==> src/rtl/cipher_mode_pkg.sv <==
package cipher_mode_pkg;
  typedef enum logic [1:0] {
    CM_CTR     = 2'd0,
    CM_CFB     = 2'd1,
    CM_CBC     = 2'd2,
    CM_CTR_ALT = 2'd3
  } chain_mode_e;
endpackage

==> src/rtl/cmc_round_engine.sv <==
module cmc_round_engine #(
  parameter int W      = 32,
  parameter int ROUNDS = 4,
  parameter int ROT    = 5
) (
  input  logic         clk,
  input  logic         rst_n,
  input  logic [W-1:0] key_i,
  input  logic         start_i,
  input  logic [W-1:0] din_i,
  output logic         busy_o,
  output logic         done_o,
  output logic [W-1:0] dout_o
);
  localparam int RW = (ROUNDS > 1) ? $clog2(ROUNDS) : 1;
  localparam logic [RW-1:0] LAST = RW'(ROUNDS - 1);

  logic [W-1:0]  x_q, x_d;
  logic [RW-1:0] rnd_q, rnd_d;
  logic          busy_q, busy_d, done_q, done_d;
  logic [W-1:0]  mixed;

  always_comb begin
    mixed  = x_q ^ key_i;
    x_d    = x_q;
    rnd_d  = rnd_q;
    busy_d = busy_q;
    done_d = 1'b0;
    if (busy_q) begin
      x_d   = ((mixed << ROT) | (mixed >> (W - ROT))) + W'(rnd_q) + W'(1);
      rnd_d = rnd_q + RW'(1);
      if (rnd_q == LAST) begin
        busy_d = 1'b0;
        done_d = 1'b1;
      end
    end else if (start_i) begin
      x_d    = din_i;
      rnd_d  = '0;
      busy_d = 1'b1;
    end
  end

  always_ff @(posedge clk or negedge rst_n) begin
    if (!rst_n) begin
      x_q    <= '0;
      rnd_q  <= '0;
      busy_q <= 1'b0;
      done_q <= 1'b0;
    end else begin
      x_q    <= x_d;
      rnd_q  <= rnd_d;
      busy_q <= busy_d;
      done_q <= done_d;
    end
  end

  assign busy_o = busy_q;
  assign done_o = done_q;
  assign dout_o = x_q;
endmodule

==> src/rtl/cmc_chain_reg.sv <==
module cmc_chain_reg
  import cipher_mode_pkg::*;
#(
  parameter int W = 32
) (
  input  logic         clk,
  input  logic         rst_n,
  input  logic         load_i,
  input  logic [W-1:0] iv_i,
  input  logic         advance_i,
  input  chain_mode_e  mode_i,
  input  logic         decrypt_i,
  input  logic [W-1:0] rx_blk_i,
  input  logic [W-1:0] result_i,
  output logic [W-1:0] state_o
);
  logic [W-1:0] state_q, state_d;
  logic         en;

  assign en = load_i | advance_i;

  always_comb begin
    state_d = state_q;
    if (load_i) begin
      state_d = iv_i;
    end else begin
      unique case (mode_i)
        CM_CFB:  state_d = decrypt_i ? rx_blk_i : result_i;
        CM_CBC:  state_d = result_i;
        default: state_d = state_q + W'(1);
      endcase
    end
  end

  always_ff @(posedge clk or negedge rst_n) begin
    if (!rst_n) state_q <= '0;
    else if (en) state_q <= state_d;
  end

  assign state_o = state_q;
endmodule

==> src/rtl/cipher_mode_ctrl.sv <==
module cipher_mode_ctrl
  import cipher_mode_pkg::*;
#(
  parameter int W      = 32,
  parameter int ROUNDS = 4,
  parameter int ROT    = 5
) (
  input  logic         clk,
  input  logic         rst_n,
  input  logic [W-1:0] key_i,
  input  logic         iv_load_i,
  input  logic [W-1:0] iv_i,
  input  logic [1:0]   mode_i,
  input  logic         decrypt_i,
  input  logic         in_valid_i,
  input  logic [W-1:0] in_data_i,
  output logic         in_ready_o,
  output logic         out_valid_o,
  output logic [W-1:0] out_data_o
);
  logic [1:0]   rst_sync_q;
  logic         rst_q_n;
  logic         busy_q, busy_d;
  chain_mode_e  mode_q;
  logic         dec_q;
  logic [W-1:0] blk_q;
  logic [W-1:0] out_data_q, out_data_d;
  logic         out_valid_q;
  logic         accept, iv_take;
  logic [W-1:0] state_q, core_din, core_dout, result;
  logic         core_busy, core_done;

  always_ff @(posedge clk or negedge rst_n) begin
    if (!rst_n) rst_sync_q <= 2'b00;
    else        rst_sync_q <= {rst_sync_q[0], 1'b1};
  end
  assign rst_q_n = rst_sync_q[1];

  assign in_ready_o = rst_q_n & ~busy_q & ~iv_load_i;
  assign accept     = in_valid_i & in_ready_o;
  assign iv_take    = rst_q_n & iv_load_i & ~busy_q;

  assign core_din = (mode_q == CM_CBC) ? (state_q ^ in_data_i) : state_q;
  assign result   = (mode_q == CM_CBC) ? core_dout : (blk_q ^ core_dout);

  always_comb begin
    busy_d     = busy_q;
    out_data_d = out_data_q;
    if (accept)    busy_d = 1'b1;
    if (core_done) begin
      busy_d     = 1'b0;
      out_data_d = result;
    end
  end

  always_ff @(posedge clk or negedge rst_q_n) begin
    if (!rst_q_n) begin
      busy_q      <= 1'b0;
      out_valid_q <= 1'b0;
      out_data_q  <= '0;
      mode_q      <= CM_CTR;
      dec_q       <= 1'b0;
      blk_q       <= '0;
    end else begin
      busy_q      <= busy_d;
      out_valid_q <= core_done;
      if (core_done) out_data_q <= out_data_d;
      if (accept)    blk_q      <= in_data_i;
      if (iv_take) begin
        mode_q <= chain_mode_e'(mode_i);
        dec_q  <= decrypt_i;
      end
    end
  end

  cmc_round_engine #(.W(W), .ROUNDS(ROUNDS), .ROT(ROT)) u_engine (
    .clk     (clk),
    .rst_n   (rst_q_n),
    .key_i   (key_i),
    .start_i (accept),
    .din_i   (core_din),
    .busy_o  (core_busy),
    .done_o  (core_done),
    .dout_o  (core_dout)
  );

  cmc_chain_reg #(.W(W)) u_chain (
    .clk       (clk),
    .rst_n     (rst_q_n),
    .load_i    (iv_take),
    .iv_i      (iv_i),
    .advance_i (core_done),
    .mode_i    (mode_q),
    .decrypt_i (dec_q),
    .rx_blk_i  (blk_q),
    .result_i  (result),
    .state_o   (state_q)
  );

  assign out_valid_o = out_valid_q;
  assign out_data_o  = out_data_q;
endmodule

==> config.mk <==
export PLATFORM = sky130hd
export DESIGN_NAME = cipher_mode_ctrl
export DESIGN_NICKNAME = d
export VERILOG_FILES = /design/src/rtl/cipher_mode_pkg.sv /design/src/rtl/cmc_round_engine.sv /design/src/rtl/cmc_chain_reg.sv /design/src/rtl/cipher_mode_ctrl.sv
export SDC_FILE = /design/constraint.sdc
export NUM_CORES = 1
export LEC_CHECK = 0
export ABC_AREA = 1
export BUFFER_PORTS_ARGS = -buffer_cell sky130_fd_sc_hd__buf_4
export CAP_MARGIN = 40
export CORE_AREA = 3 3 145 147
export DETAILED_ROUTE_END_ITERATION = 6
export DIE_AREA = 0 0 148 150
export HOLD_SLACK_MARGIN = 0.08
export PLACE_DENSITY = 0.76
export SLEW_MARGIN = 25
export SYNTH_ARGS = -nofsm -noshare
export SYNTH_HDL_FRONTEND = slang
export SYNTH_SLANG_ARGS = --single-unit
==> constraint.sdc <==
create_clock -name clk -period 6.25 [get_ports clk]
set_input_delay 1.25 -clock clk [delete_from_list [all_inputs] [get_ports clk]]
set_output_delay 1.25 -clock clk [all_outputs]
set_load 0.1 [all_outputs]
==> results of run 1 <==
==> kinds of logic after synthesis <==
kind of cell	share of synthesized area (%)
AND/OR/NAND/NOR	32.6
AO/OA/AOI/OAI	17.8
buffers and inverters	9.73
flip-flops	33.7
XOR/XNOR	4.24
multiplexers	0.981
adder cells (fa/ha/maj)	0.921
other	0.0363
==> where the power goes <==
part           leakage [nW]  internal (W)  switching [W]
Combinational          4.14       0.00117        0.00307
Clock                 0.311      0.000689       0.000405
Sequential             1.64       0.00134       0.000514
Total                  6.09       0.00319        0.00399
==> cells in the mapped netlist, drive strengths merged, types with 2 or more instances <==
cell / count / area share [%]
nand2: 533 / 20
inv: 186 / 6.8
nor2: 142 / 6.6
dfrtp: 139 / 34
a21oi: 133 / 6.7
o21ai: 128 / 6.2
nand3: 67 / 3.5
xor2: 47 / 4.0
buf: 38 / 1.9
a31oi: 28 / 1.7
o211ai: 28 / 2.0
clkbuf: 27 / 1.0
nor3: 13 / 0.93
nand4: 12 / 0.73
mux2: 9 / 0.98
ha: 6 / 0.73
o21bai: 5 / 0.36
o221ai: 5 / 0.42
nand3b: 3 / 0.22
or2: 3 / 0.18
xnor2: 3 / 0.25
a22oi: 2 / 0.15
o22ai: 2 / 0.12
==> per-layer routing <==
layer / wire length, um / global-route usage, %
met1: 15500 / 47.1
met2: 15800 / 48.7
met3: 3860 / 6.57
met4: 799 / 8.36
met5: 0 / 0
==> final timing paths <==
path,depth (start not counted),endpoint,from,slack [ps]
max in group asynchronous,4,u_engine.dout_o[9],rst_sync_q[1],4560
min reg2reg,0,rst_sync_q[1],rst_sync_q[0],350
max,9,u_chain.state_o[16],iv_load_i,2920
min in group asynchronous,1,u_chain.state_o[28],rst_sync_q[1],400
max reg2reg,8,u_chain.state_o[16],rst_sync_q[1],3390
min,0,rst_sync_q[1],rst_sync_q[0],350
==> sequential cells by signal (all words and copies together) (netlist names) <==
register         cells
busy_q               1
blk_q               32
u_engine.dout_o     32
u_engine.done_o      1
dec_q                1
u_engine.busy_o      1
out_data_o          32
out_valid_o          1
u_chain.state_o     32
mode_q               2
rst_sync_q           2
u_engine.rnd_q       2
==> worst max-delay path, cell delays in order <==
cell and delay, ps:
buf_4 80, nand3_1 340, inv_1 690, nor2_4 220, inv_1 640, o21ai_0 190
inv_1 90, nand2_1 50, o21ai_1 80
==> per-stage QoR <==
step | hold WS [ps] | cell area [sq um] | total power (W) | utilization [%]
5_1_grt | 368 | 12200 | 0.00762 | 60.9
3_3_place_gp | 333 | 11500 | 0.00585 | 57.2
4_1_cts | 353 | 12200 | 0.00708 | 60.8
6_report | 350 | 12200 | 0.00719 | 60.9
3_5_place_dp | 339 | 11500 | 0.00596 | 57.6
2_1_floorplan | 331 | 10300 | 0.00478 | -
==> area by class of cell <==
class	count	share of cell area, %
diodes	1	0.0205
clock buffers	21	3.77
clock inverters	11	1.36
inverters	187	5.75
multi-input cells	1175	48.0
flip-flops and latches	139	28.5
well taps	270	2.77
repair buffers	151	9.82
==> results.toml, run 1 <==
[outcome]
outcome = "finished, final reports clean"

[synthesis]
syn-cell-area_sq_um = 10300
yosys_warnings = 0
synth-edff-count = 0
synth_cell_types = 45
syn-num-nets = 1676
synth_seq_area_share_pct = 33.7
yosys_register_bits = 139
syn_avg_cell_area_sq_um = 6.60
netlist_instances = 1566
async_flop_share_pct = 100
synth_ff_type = "dfrtp_1"

[floorplanning]
die-area_sq_um = 22200
core_sq_um = 20000
ios = 137
initial_core_util_pct = 51.5
std_cell_rows = 52
die_h_um = 150
die_w_um = 148

[finish]
final_cell_mix = "nand2_1 (507), inv_1 (168), buf_4 (145)"
area_growth_pct = 18.1
finalNetCount = 1781
seq_area_sq_um = 3480
stdcell_count = 1955
multi_input_area_sq_um = 5850
mostFrequentLayoutCell = "nand2_1"
final.fill_count = 1950
drive_gt1_share_pct = 16.9

[power_and_ir_drop]
power.density_nw_per_um2 = 589
p_leak_nw = 6.09
irDropWorstVdd_uv = 357

[clock_network]
root_buffer = "clkbuf_16"
cts_inserted_buffers = 17
cts_resized = 0
hold_buffers = 0
clk_pin_slew_ps = 60
cts_tree = "done"
htreeDepth = 4
post_cts_buffers = 0
clk-insertion-delay-late_ps = 440
clock_tree.buffer_depth = 2
clock_sink_count = 139

[timing]
max_slew_margin_pct = 48.3
worst_slack_ps = 2920
finalSetupTns_ps = 0
worst_pin_slew_ps = 774
finClkSkew_ps = 14.2
rsz0062_at_grt = "no"
hold_viol = 0
setup_viol = 0
finalCriticalPeriod_ps = 3330
slew_violations = 0
max_freq_ghz = 0.300
fin_crit_sh_pct = 53.2

[placed_design]
gp_congestion = 0.972
preCtsSetupSlack_ps = 2510
port_buffers = 136
dp.cells = 1921
dp_hpwl_um = 27300

[run]
cap_violations = 0

[routing]
drt_iter0_drc = 1172
num_vias = 11000
finalWirelength_um = 36000
drtPass1Iterations = 5
wl_per_cell_um = 18.4
ant_nets = 0
drcViolationCount = 0
via_per_inst = 5.63

[setup_path]
cp_max_fo = 25
path_class = "in -> reg"
endpoint_kind = "flop"
crit_arrival_ps = 3670
cp.required_ps = 6590
start_kind = "primary input"

[grt]
grt_max_degree = 69
track_usage_pct = 32.2
gr-total-overflow = 0
grt_pass1_vias = 10100
grt_pass1_wl_um = 55700
antenna_found_initial = 1

[min_path]
hold_path_class = "reg -> reg"
No activity file was read; power rests on OpenSTA's default activity.
==> run 2: changes to the inputs <==
clock period = 3.2 ns   (was 6.25 ns; I/O delays follow)
==> run 2 against run 1 <==
Compared with the run above:
- global-route usage grew 0.33 points
- clock power grew 100%
- routed wire length grew 0.80%
- clock-buffer cell count grew 1
- first-iteration DRC count grew 12%
- sequential power grew 94%
- flip-flop and latch count is the same
- final area grew 0.67%
- register-to-register slack lost 2600 ps
==> results.toml, run 2 (synthesis gave the netlist of run 1 again) <==
[min_path]
hold_path_class = "reg -> reg"

[routing]
wl_per_cell_um = 18.5
ant_nets = 0
drt_iter0_drc = 1308
drcViolationCount = 0
via_per_inst = 5.65
num_vias = 11100
finalWirelength_um = 36200
drtPass1Iterations = 6

[power_and_ir_drop]
irDropWorstVdd_uv = 869
power.density_nw_per_um2 = 1150
finalPower_w = 0.0141
p_leak_nw = 6.13

[finish]
design_area_sq_um = 12300
final.fill_count = 1883
drive_gt1_share_pct = 17.2
mostFrequentLayoutCell = "nand2_1"
area_growth_pct = 18.9
finalNetCount = 1791
final_cell_mix = "nand2_1 (507), inv_1 (168), buf_4 (155)"
diodes = 0

[setup_path]
crit_slowest_cell = "dfrtp_1"
start_kind = "flop"
rr_endpoint = "u_engine.dout_o[20]"
endpoint = "u_engine.dout_o[20]"
worst-path-buf-inv = 2
endpoint_kind = "flop"
worstRegToRegCells = 11
cpPeakStageDelay_ps = 540
cp.required_ps = 3520
critical_path_depth = 11
r2r_setup_slack_ps = 770
crit_chain = "xor2_1 > fa_1 > inv_1 > nor2_4 > nand2_1 > nor2_4 > nand2_2 > o21ai_1 > nand3_1 > nand3_1 > inv_1"
crit_family = "simple AND/OR/NAND/NOR gates"
crit_arrival_ps = 2750
path_class = "reg -> reg"
crit_start = "u_engine.dout_o[28]"
cp_max_fo = 5
r2r_start = "u_engine.dout_o[28]"

[timing]
setup_viol = 0
slew_violations = 0
max_freq_ghz = 0.411
rsz0062_at_grt = "no"
fin_crit_sh_pct = 76.0
finalCriticalPeriod_ps = 2430
finalSetupTns_ps = 0
worst_pin_slew_ps = 651
hold_viol = 0
finClkSkew_ps = 9.16
max_slew_margin_pct = 56.1
worst_slack_ps = 770

[placed_design]
gp_congestion = 0.983
dp_hpwl_um = 27600
place_area_sq_um = 11600
port_buffers = 136
preCtsSetupSlack_ps = 623

[floorplanning]
die_w_um = 148
ios = 137
die_h_um = 150
initial_core_util_pct = 51.5
die-area_sq_um = 22200
std_cell_rows = 52
core_sq_um = 20000

[clock_network]
root_buffer = "clkbuf_16"
cts_inserted_buffers = 17
cts_tree = "done"
clk-insertion-delay-late_ps = 430
clock_sink_count = 139
clock_tree.buffer_depth = 2
htreeDepth = 4
cts_resized = 0
clk_pin_slew_ps = 60

[outcome]
outcome = "finished, final reports clean"

[grt]
grt_pass1_vias = 10100
grt_pass1_wl_um = 55800
gr-total-overflow = 0
track_usage_pct = 32.5
antenna_found_initial = 1
grt_max_degree = 89

[run]
cap_violations = 0
## run 2: what timing repair did
action / 4_1_cts / 5_1_grt
hold endpoints to repair: 2 / 0
buffers inserted: 0 / 0
hold buffers: 1 / 0
## run 2: metrics by stage
step	cells	hold WS (ps)	util, %
6_report	1962	350	61.3
5_1_grt	1962	365	61.3
4_1_cts	1961	353	61.2
3_5_place_dp	1930	339	58.1
3_3_place_gp	1927	336	57.7
2_1_floorplan	1566	331	-
## run 2: final cells by class
type | count | area [sq um] | area share (%)
multi-input cells | 1175 | 5860 | 47.7
flip-flops and latches | 139 | 3480 | 28.4
repair buffers | 161 | 1280 | 10.4
inverters | 187 | 702 | 5.72
clock buffers | 22 | 454 | 3.70
well taps | 270 | 338 | 2.75
clock inverters | 8 | 168 | 1.37
## run 2: report_power, final
| group | internal [W] | switching [W] | total [W] |
|---|---|---|---|
| sequential | 0.00262 | 0.000970 | 0.00359 |
| combinational | 0.00232 | 0.00603 | 0.00835 |
| clock | 0.00139 | 0.000786 | 0.00218 |
| total | 0.00633 | 0.00779 | 0.0141 |
## run 2: how the worst min path moves through the flow
stage / startpoint / end / depth (start not counted)
after global routing: rst_sync_q[0] / rst_sync_q[1] / 0
after floorplan: rst_sync_q[0] / rst_sync_q[1] / 0
after CTS: rst_sync_q[0] / rst_sync_q[1] / 0
after detailed placement: rst_sync_q[0] / rst_sync_q[1] / 0
final: rst_sync_q[0] / rst_sync_q[1] / 0
after global placement: rst_sync_q[0] / rst_sync_q[1] / 0
## run 2: metal layers
layer / vias to the layer above / wire length, um / track usage, %
li1: 5253 / - / -
met1: 5089 / 15500 / 47.6
met2: 672 / 15500 / 48.0
met3: 75 / 4150 / 6.87
met4: 2 / 1090 / 10.6
met5: - / 12 / 0
## run 2: worst reg2reg max path: stages (launching register included)
cell     delay [ps]
dfrtp_1         540
xor2_1          400
fa_1            310
inv_1           140
nor2_4          140
nand2_1         110
nor2_4          210
nand2_2         110
o21ai_1         130
nand3_1         110
nand3_1          90
inv_1            40
